==> src/rtl/axwn_pkg.sv <==
package axwn_pkg;

   typedef enum logic [1:0] {
      BURST_FIXED = 2'b00,
      BURST_INCR  = 2'b01,
      BURST_WRAP  = 2'b10
   } burst_e;

   typedef enum logic [2:0] {
      PH_IDLE,
      PH_BEAT,
      PH_CHILD,
      PH_CRESP,
      PH_BRESP
   } phase_e;

   localparam logic [1:0] RESP_OKAY   = 2'b00;
   localparam logic [1:0] RESP_SLVERR = 2'b10;
   localparam logic [1:0] RESP_DECERR = 2'b11;

endpackage

==> src/rtl/axwn_addr_step.sv <==
module axwn_addr_step
   import axwn_pkg::*;
#(
   parameter int AW = 32
) (
   input  logic [AW-1:0] cur_addr,
   input  logic [2:0]    size,
   input  logic [1:0]    burst,
   input  logic [AW-1:0] wrap_base,
   input  logic [AW-1:0] wrap_mask,
   output logic [AW-1:0] nxt_addr
);
   logic [AW-1:0] step;
   logic [AW-1:0] aligned;
   logic [AW-1:0] bumped;

   always_comb begin
      step    = AW'(1) << size;
      aligned = cur_addr & ~(step - AW'(1));
      bumped  = aligned + step;
      case (burst)
         BURST_FIXED: nxt_addr = cur_addr;
         BURST_WRAP:  nxt_addr = wrap_base | (bumped & wrap_mask);
         default:     nxt_addr = bumped;
      endcase
   end
endmodule

==> src/rtl/axwn_lane_pick.sv <==
module axwn_lane_pick #(
   parameter int WD_W = 32,
   parameter int ND_W = 16,
   localparam int NSB  = ND_W / 8,
   localparam int SL_W = $clog2(WD_W / ND_W)
) (
   input  logic [WD_W-1:0]   wdata,
   input  logic [WD_W/8-1:0] wstrb,
   input  logic [SL_W-1:0]   slot,
   output logic [ND_W-1:0]   ndata,
   output logic [NSB-1:0]    nstrb
);
   assign ndata = wdata[slot*ND_W +: ND_W];
   assign nstrb = wstrb[slot*NSB +: NSB];
endmodule

==> src/rtl/axwn_resp_fold.sv <==
module axwn_resp_fold
   import axwn_pkg::*;
#(
   parameter bit SPLIT = 1'b1
) (
   input  logic       clk,
   input  logic       rst_n,
   input  logic       clr,
   input  logic       upd,
   input  logic [1:0] resp_in,
   output logic [1:0] resp_out
);
   logic [1:0] acc_q;

   generate
      if (SPLIT) begin : g_sticky
         always_ff @(posedge clk) begin
            if (!rst_n || clr)
               acc_q <= RESP_OKAY;
            else if (upd && (resp_in == RESP_SLVERR || resp_in == RESP_DECERR))
               acc_q <= RESP_SLVERR;
         end
      end else begin : g_first
         always_ff @(posedge clk) begin
            if (!rst_n || clr)
               acc_q <= RESP_OKAY;
            else if (upd && acc_q == RESP_OKAY)
               acc_q <= resp_in;
         end
      end
   endgenerate

   assign resp_out = acc_q;
endmodule

==> src/rtl/axi_wr_narrow.sv <==
module axi_wr_narrow
   import axwn_pkg::*;
#(
   parameter int ID_W = 4,
   parameter int WA_W = 32,
   parameter int NA_W = 24,
   parameter int WD_W = 32,
   parameter int ND_W = 16
) (
   input  logic              clk,
   input  logic              rst_n,
   input  logic              s_awvalid,
   output logic              s_awready,
   input  logic [ID_W-1:0]   s_awid,
   input  logic [WA_W-1:0]   s_awaddr,
   input  logic [7:0]        s_awlen,
   input  logic [2:0]        s_awsize,
   input  logic [1:0]        s_awburst,
   input  logic [2:0]        s_awprot,
   input  logic              s_wvalid,
   output logic              s_wready,
   input  logic [WD_W-1:0]   s_wdata,
   input  logic [WD_W/8-1:0] s_wstrb,
   output logic              s_bvalid,
   input  logic              s_bready,
   output logic [ID_W-1:0]   s_bid,
   output logic [1:0]        s_bresp,
   output logic              m_awvalid,
   input  logic              m_awready,
   output logic [NA_W-1:0]   m_awaddr,
   output logic [2:0]        m_awprot,
   output logic              m_wvalid,
   input  logic              m_wready,
   output logic [ND_W-1:0]   m_wdata,
   output logic [ND_W/8-1:0] m_wstrb,
   input  logic              m_bvalid,
   output logic              m_bready,
   input  logic [1:0]        m_bresp
);
   localparam int WSB   = WD_W / 8;
   localparam int NSB   = ND_W / 8;
   localparam int RATIO = WD_W / ND_W;
   localparam int WOFF  = $clog2(WSB);
   localparam int NOFF  = $clog2(NSB);
   localparam bit SPLIT = (RATIO > 1);

   generate
      if (WA_W < NA_W)              begin : g_bad_addr  $error("wide address narrower than narrow address"); end
      if (WD_W < ND_W)              begin : g_bad_data  $error("wide data narrower than narrow data"); end
      if (WD_W % 8 != 0 || ND_W % 8 != 0) begin : g_bad_bytes $error("data widths must be whole bytes"); end
      if ((1 << WOFF) != WSB || (1 << NOFF) != NSB) begin : g_bad_pow2 $error("data widths must be power-of-two bytes"); end
      if (NA_W <= WOFF)             begin : g_bad_na    $error("narrow address too small for lane offset"); end
      if (WA_W < 16)                begin : g_bad_wa    $error("wide address must hold a full wrap container"); end
   endgenerate

   phase_e            phase_q;
   logic [ID_W-1:0]   id_q;
   logic [WA_W-1:0]   addr_q;
   logic [WA_W-1:0]   wbase_q;
   logic [WA_W-1:0]   wmask_q;
   logic [7:0]        len_q;
   logic [7:0]        beat_q;
   logic [2:0]        size_q;
   logic [1:0]        burst_q;
   logic [2:0]        prot_q;
   logic [WD_W-1:0]   wdata_q;
   logic [WSB-1:0]    wstrb_q;
   logic              aw_done_q;
   logic              w_done_q;

   logic [WA_W-1:0]   nxt_addr;
   logic [WA_W-1:0]   aw_total;
   logic [WA_W-1:0]   aw_mask;
   logic              aw_fire, w_fire, lb_fire, sb_fire;
   logic              aw_ok, w_ok;
   logic              more_child;

   assign s_awready = (phase_q == PH_IDLE);
   assign s_wready  = (phase_q == PH_BEAT);
   assign s_bvalid  = (phase_q == PH_BRESP);
   assign m_awvalid = (phase_q == PH_CHILD) && !aw_done_q;
   assign m_wvalid  = (phase_q == PH_CHILD) && !w_done_q;
   assign m_bready  = (phase_q == PH_CRESP);
   assign s_bid     = id_q;
   assign m_awprot  = prot_q;

   assign aw_fire = s_awvalid && s_awready;
   assign w_fire  = s_wvalid && s_wready;
   assign lb_fire = m_bvalid && m_bready;
   assign sb_fire = s_bvalid && s_bready;
   assign aw_ok   = aw_done_q || m_awready;
   assign w_ok    = w_done_q || m_wready;

   assign aw_total = (WA_W'(s_awlen) + WA_W'(1)) << s_awsize;
   assign aw_mask  = aw_total - WA_W'(1);

   axwn_addr_step #(.AW(WA_W)) u_step (
      .cur_addr  (addr_q),
      .size      (size_q),
      .burst     (burst_q),
      .wrap_base (wbase_q),
      .wrap_mask (wmask_q),
      .nxt_addr  (nxt_addr)
   );

   axwn_resp_fold #(.SPLIT(SPLIT)) u_fold (
      .clk      (clk),
      .rst_n    (rst_n),
      .clr      (aw_fire),
      .upd      (lb_fire),
      .resp_in  (m_bresp),
      .resp_out (s_bresp)
   );

   always_ff @(posedge clk) begin
      if (!rst_n) begin
         phase_q   <= PH_IDLE;
         id_q      <= '0;
         addr_q    <= '0;
         wbase_q   <= '0;
         wmask_q   <= '0;
         len_q     <= '0;
         beat_q    <= '0;
         size_q    <= '0;
         burst_q   <= '0;
         prot_q    <= '0;
         wdata_q   <= '0;
         wstrb_q   <= '0;
         aw_done_q <= 1'b0;
         w_done_q  <= 1'b0;
      end else begin
         case (phase_q)
            PH_IDLE: if (aw_fire) begin
               id_q    <= s_awid;
               addr_q  <= s_awaddr;
               wbase_q <= s_awaddr & ~aw_mask;
               wmask_q <= aw_mask;
               len_q   <= s_awlen;
               beat_q  <= '0;
               size_q  <= s_awsize;
               burst_q <= s_awburst;
               prot_q  <= s_awprot;
               phase_q <= PH_BEAT;
            end
            PH_BEAT: if (w_fire) begin
               wdata_q <= s_wdata;
               wstrb_q <= s_wstrb;
               phase_q <= PH_CHILD;
            end
            PH_CHILD: begin
               if (aw_ok && w_ok) begin
                  aw_done_q <= 1'b0;
                  w_done_q  <= 1'b0;
                  phase_q   <= PH_CRESP;
               end else begin
                  aw_done_q <= aw_ok;
                  w_done_q  <= w_ok;
               end
            end
            PH_CRESP: if (lb_fire) begin
               if (more_child)
                  phase_q <= PH_CHILD;
               else if (beat_q == len_q)
                  phase_q <= PH_BRESP;
               else begin
                  beat_q  <= beat_q + 8'd1;
                  addr_q  <= nxt_addr;
                  phase_q <= PH_BEAT;
               end
            end
            PH_BRESP: if (sb_fire) phase_q <= PH_IDLE;
            default:  phase_q <= PH_IDLE;
         endcase
      end
   end

   generate
      if (SPLIT) begin : g_split
         localparam int SL_W = WOFF - NOFF;
         localparam int CW   = WOFF + 1;
         logic [SL_W-1:0] slot_q;
         logic [SL_W-1:0] last_q;
         logic            first_q;
         logic [CW-1:0]   step_w, cbase, lastb;
         logic [NA_W-1:0] slot_base;

         always_comb begin
            step_w = CW'(1) << size_q;
            cbase  = {1'b0, addr_q[WOFF-1:0]} & ~(step_w - CW'(1));
            lastb  = cbase + step_w - CW'(1);
         end

         always_ff @(posedge clk) begin
            if (!rst_n) begin
               slot_q  <= '0;
               last_q  <= '0;
               first_q <= 1'b1;
            end else if (w_fire) begin
               slot_q  <= SL_W'(addr_q[WOFF-1:0] >> NOFF);
               last_q  <= SL_W'(lastb >> NOFF);
               first_q <= 1'b1;
            end else if (lb_fire && more_child) begin
               slot_q  <= slot_q + SL_W'(1);
               first_q <= 1'b0;
            end
         end

         assign more_child = (slot_q != last_q);
         assign slot_base  = NA_W'({addr_q[NA_W-1:WOFF], slot_q}) << NOFF;
         assign m_awaddr   = first_q ? addr_q[NA_W-1:0] : slot_base;

         axwn_lane_pick #(.WD_W(WD_W), .ND_W(ND_W)) u_pick (
            .wdata (wdata_q),
            .wstrb (wstrb_q),
            .slot  (slot_q),
            .ndata (m_wdata),
            .nstrb (m_wstrb)
         );
      end else begin : g_flat
         assign more_child = 1'b0;
         assign m_awaddr   = addr_q[NA_W-1:0];
         assign m_wdata    = wdata_q;
         assign m_wstrb    = wstrb_q;
      end
   endgenerate
endmodule

==> config.mk <==
export PLATFORM = sky130hd
export DESIGN_NAME = axi_wr_narrow
export DESIGN_NICKNAME = d
export VERILOG_FILES = /design/src/rtl/axwn_pkg.sv /design/src/rtl/axwn_addr_step.sv /design/src/rtl/axwn_lane_pick.sv /design/src/rtl/axwn_resp_fold.sv /design/src/rtl/axi_wr_narrow.sv
export SDC_FILE = /design/constraint.sdc
export NUM_CORES = 1
export LEC_CHECK = 0
export ABC_CLOCK_PERIOD_IN_PS = 8600
export BUFFER_PORTS_ARGS = -buffer_cell sky130_fd_sc_hd__clkbuf_2
export CAP_MARGIN = 20
export CORE_MARGIN = 3
export CORE_UTILIZATION = 63
export DETAILED_ROUTE_END_ITERATION = 10
export PLACE_DENSITY = 0.87
export SYNTH_ARGS = -nofsm -noshare
export SYNTH_HDL_FRONTEND = slang
export SYNTH_HIERARCHICAL = 1
export SYNTH_SLANG_ARGS = --single-unit
==> constraint.sdc <==
create_clock -name clk -period 8.6 [get_ports clk]
set_clock_uncertainty 0.15 [all_clocks]
set_input_delay 0.86 -clock clk [delete_from_list [all_inputs] [get_ports clk]]
set_output_delay 0.86 -clock clk [all_outputs]
set_load 0.05 [all_outputs]
==> metrics.cfg <==
[final_layout]
diodes=0
fill_cells=1026
nets=1303
fin_cells=1386
final_area_um2=9860
utilization_pct=73.6
syn_to_final_growth_pct=12.8
drive_gt1_share_pct=20.2

[timing]
rsz0062_at_grt=false
period_needed_ns=3.88
finalCritPeriodShare_pct=45.2
maxSlewHeadroom_pct=25.5
finalHoldViolations=0
max_clock_freq_mhz=257
tightest_slew_ns=1.12
setup_violations=0
fin_tns_setup_ns=0
slew_violations=0

[critical_path]
worstSetupPathType=primary input to flop
endpoint_kind=flop
rrSetupSlack_ns=4.91
crit-reg2reg-launch=size_q[1]$_SDFFE_PN0P_
rr_worst_depth=12
crit_path_start_kind=primary input
r2r_end=addr_q[12]$_SDFFE_PN0P_
critPathMaxFanout=17
required_ns=8.77
cp.arrival_ns=4.05

[floorplanning]
core-area_um2=13400
fp.dieW_um=124
die_h_um=124
die_area_um2=15300
row_count=42
io-pin-count=155
start_util_pct=65.2

[detailed_routing]
wl_per_cell_um=16.8
wirelength_um=23200
final_antenna_net_count=0
vias_per_cell=6.19
drc=0
dr.pass1.iters=7
vias=8583
first_iter_violations=855

[placement]
gp_congestion=0.920
dpl.cell_count=1353
dp_hpwl_um=15100
postPlaceCellArea_um2=9190
port_buffers=144

[grt]
antenna_found_initial=0
grt_overflow=0
grt_use_total_pct=29.3
grt_pass1_vias=7561
grt_max_degree=104
grt_pass1_wl_um=36400

[synthesis]
synth_warnings=6
synth.avg_cell_area_um2=7.68
mappedNetlistArea_um2=8740
synthCells=1138
syn-num-nets=1243

[pwr]
leakagePower_nw=3.95
vdd_drop_max_mv=0.167
total_power_mw=2.81
power_density_nw_per_um2=285

[cts]
cts_sinks=145
cts_buffers=17
cts_buffer_depth=2
clock_latency_ns=0.43
postCtsResizedCells=0
htree_levels=4
hold_buffers=0
cts_tree=done
root_buffer=clkbuf_16
clkSlewWorstSetupHoldPaths_ns=0.06
cts_setup_buffers=0

[flow_run]
max-cap-violations=0

[run_status]
status=finished, final reports clean

[hold_path]
min-delay-start=wbase_q[7]$_SDFFE_PN0P_
hold_depth=2
min_path_type=flop to flop
holdPathEnd=wbase_q[7]$_SDFFE_PN0P_

## how the worst max path moves through the flow
stage                     from  cells after the start                       end
floorplan           s_awlen[0]                     10  wbase_q[13]$_SDFFE_PN0P_
global placement    s_awlen[0]                     12  wbase_q[15]$_SDFFE_PN0P_
detailed placement  s_awlen[0]                     12  wbase_q[15]$_SDFFE_PN0P_
CTS                 s_awlen[0]                     11  wmask_q[15]$_SDFFE_PN0P_
global route        s_awlen[0]                     11  wmask_q[15]$_SDFFE_PN0P_
finish              s_awlen[0]                     11  wmask_q[15]$_SDFFE_PN0P_
## through the flow
stage	setup slack (ns)	hold slack, ns
finish	4.72	0.300
global route	4.36	0.323
CTS	4.75	0.302
detailed placement	4.40	0.290
global placement	4.48	0.288
floorplan	5.23	0.277
## per-layer routing
metal	global-route usage, %	vias up	wire length (µm)
li1	-	4145	-
met1	40.1	4026	9980
met2	46.8	360	11100
met3	5.68	52	1690
met4	9.20	0	504
met5	0	-	0
## critical path, cell delays in order
cell and delay, ns:
clkbuf_2 0.28, ha_1 0.40, nand3_1 0.22, o211a_1 0.26, nor4_2 0.45, a21oi_1 0.22
a2111oi_2 0.44, nand3_1 0.20, nor2b_1 0.16, ha_1 0.27, a211oi_1 0.27
## flip-flops by register name (all words and copies together), names as in the netlist, 2 cells and up
signal and count:
addr_q 24, beat_q 8, burst_q 2, len_q 8, m_awprot 3, phase_q 3, s_bid 4, size_q 3
wbase_q 24, wdata_q 32, wmask_q 24, wstrb_q 4
## area by class of cell
type	count	area (µm²)	share of cell area [%]
Inverter	22	82.6	0.837
Multi-Input combinational cell	856	5190	52.6
Sequential cell	145	2910	29.5
Tap cell	176	220	2.23
Clock inverter	12	181	1.84
Timing Repair Buffer	156	835	8.46
Clock buffer	19	453	4.59
## where the power goes
group          leakage (nW)  total, mW  switching, mW  internal, mW
registers              1.19      0.948          0.151         0.797
logic                  2.46       1.06          0.724         0.341
clock network         0.298      0.799          0.298         0.501
total                  3.95       2.81           1.17          1.64
## placed cells by master (no fill, tap or decap), types with 11 or more instances in the layout
cell / count
mux2_2: 12
o21ai_0: 42
dfxtp_1: 143
mux2i_1: 25
clkbuf_2: 144
nand4_1: 12
nand2_1: 210
and3_1: 11
and2_1: 11
inv_1: 19
xor2_1: 20
a22oi_1: 11
o211ai_1: 12
a21oi_1: 109
a21o_1: 13
nor2_1: 94
clkbuf_16: 17
xnor2_1: 19
nand3_1: 35
a211oi_1: 15
a311oi_1: 29
(Power assumes the default switching activity.)
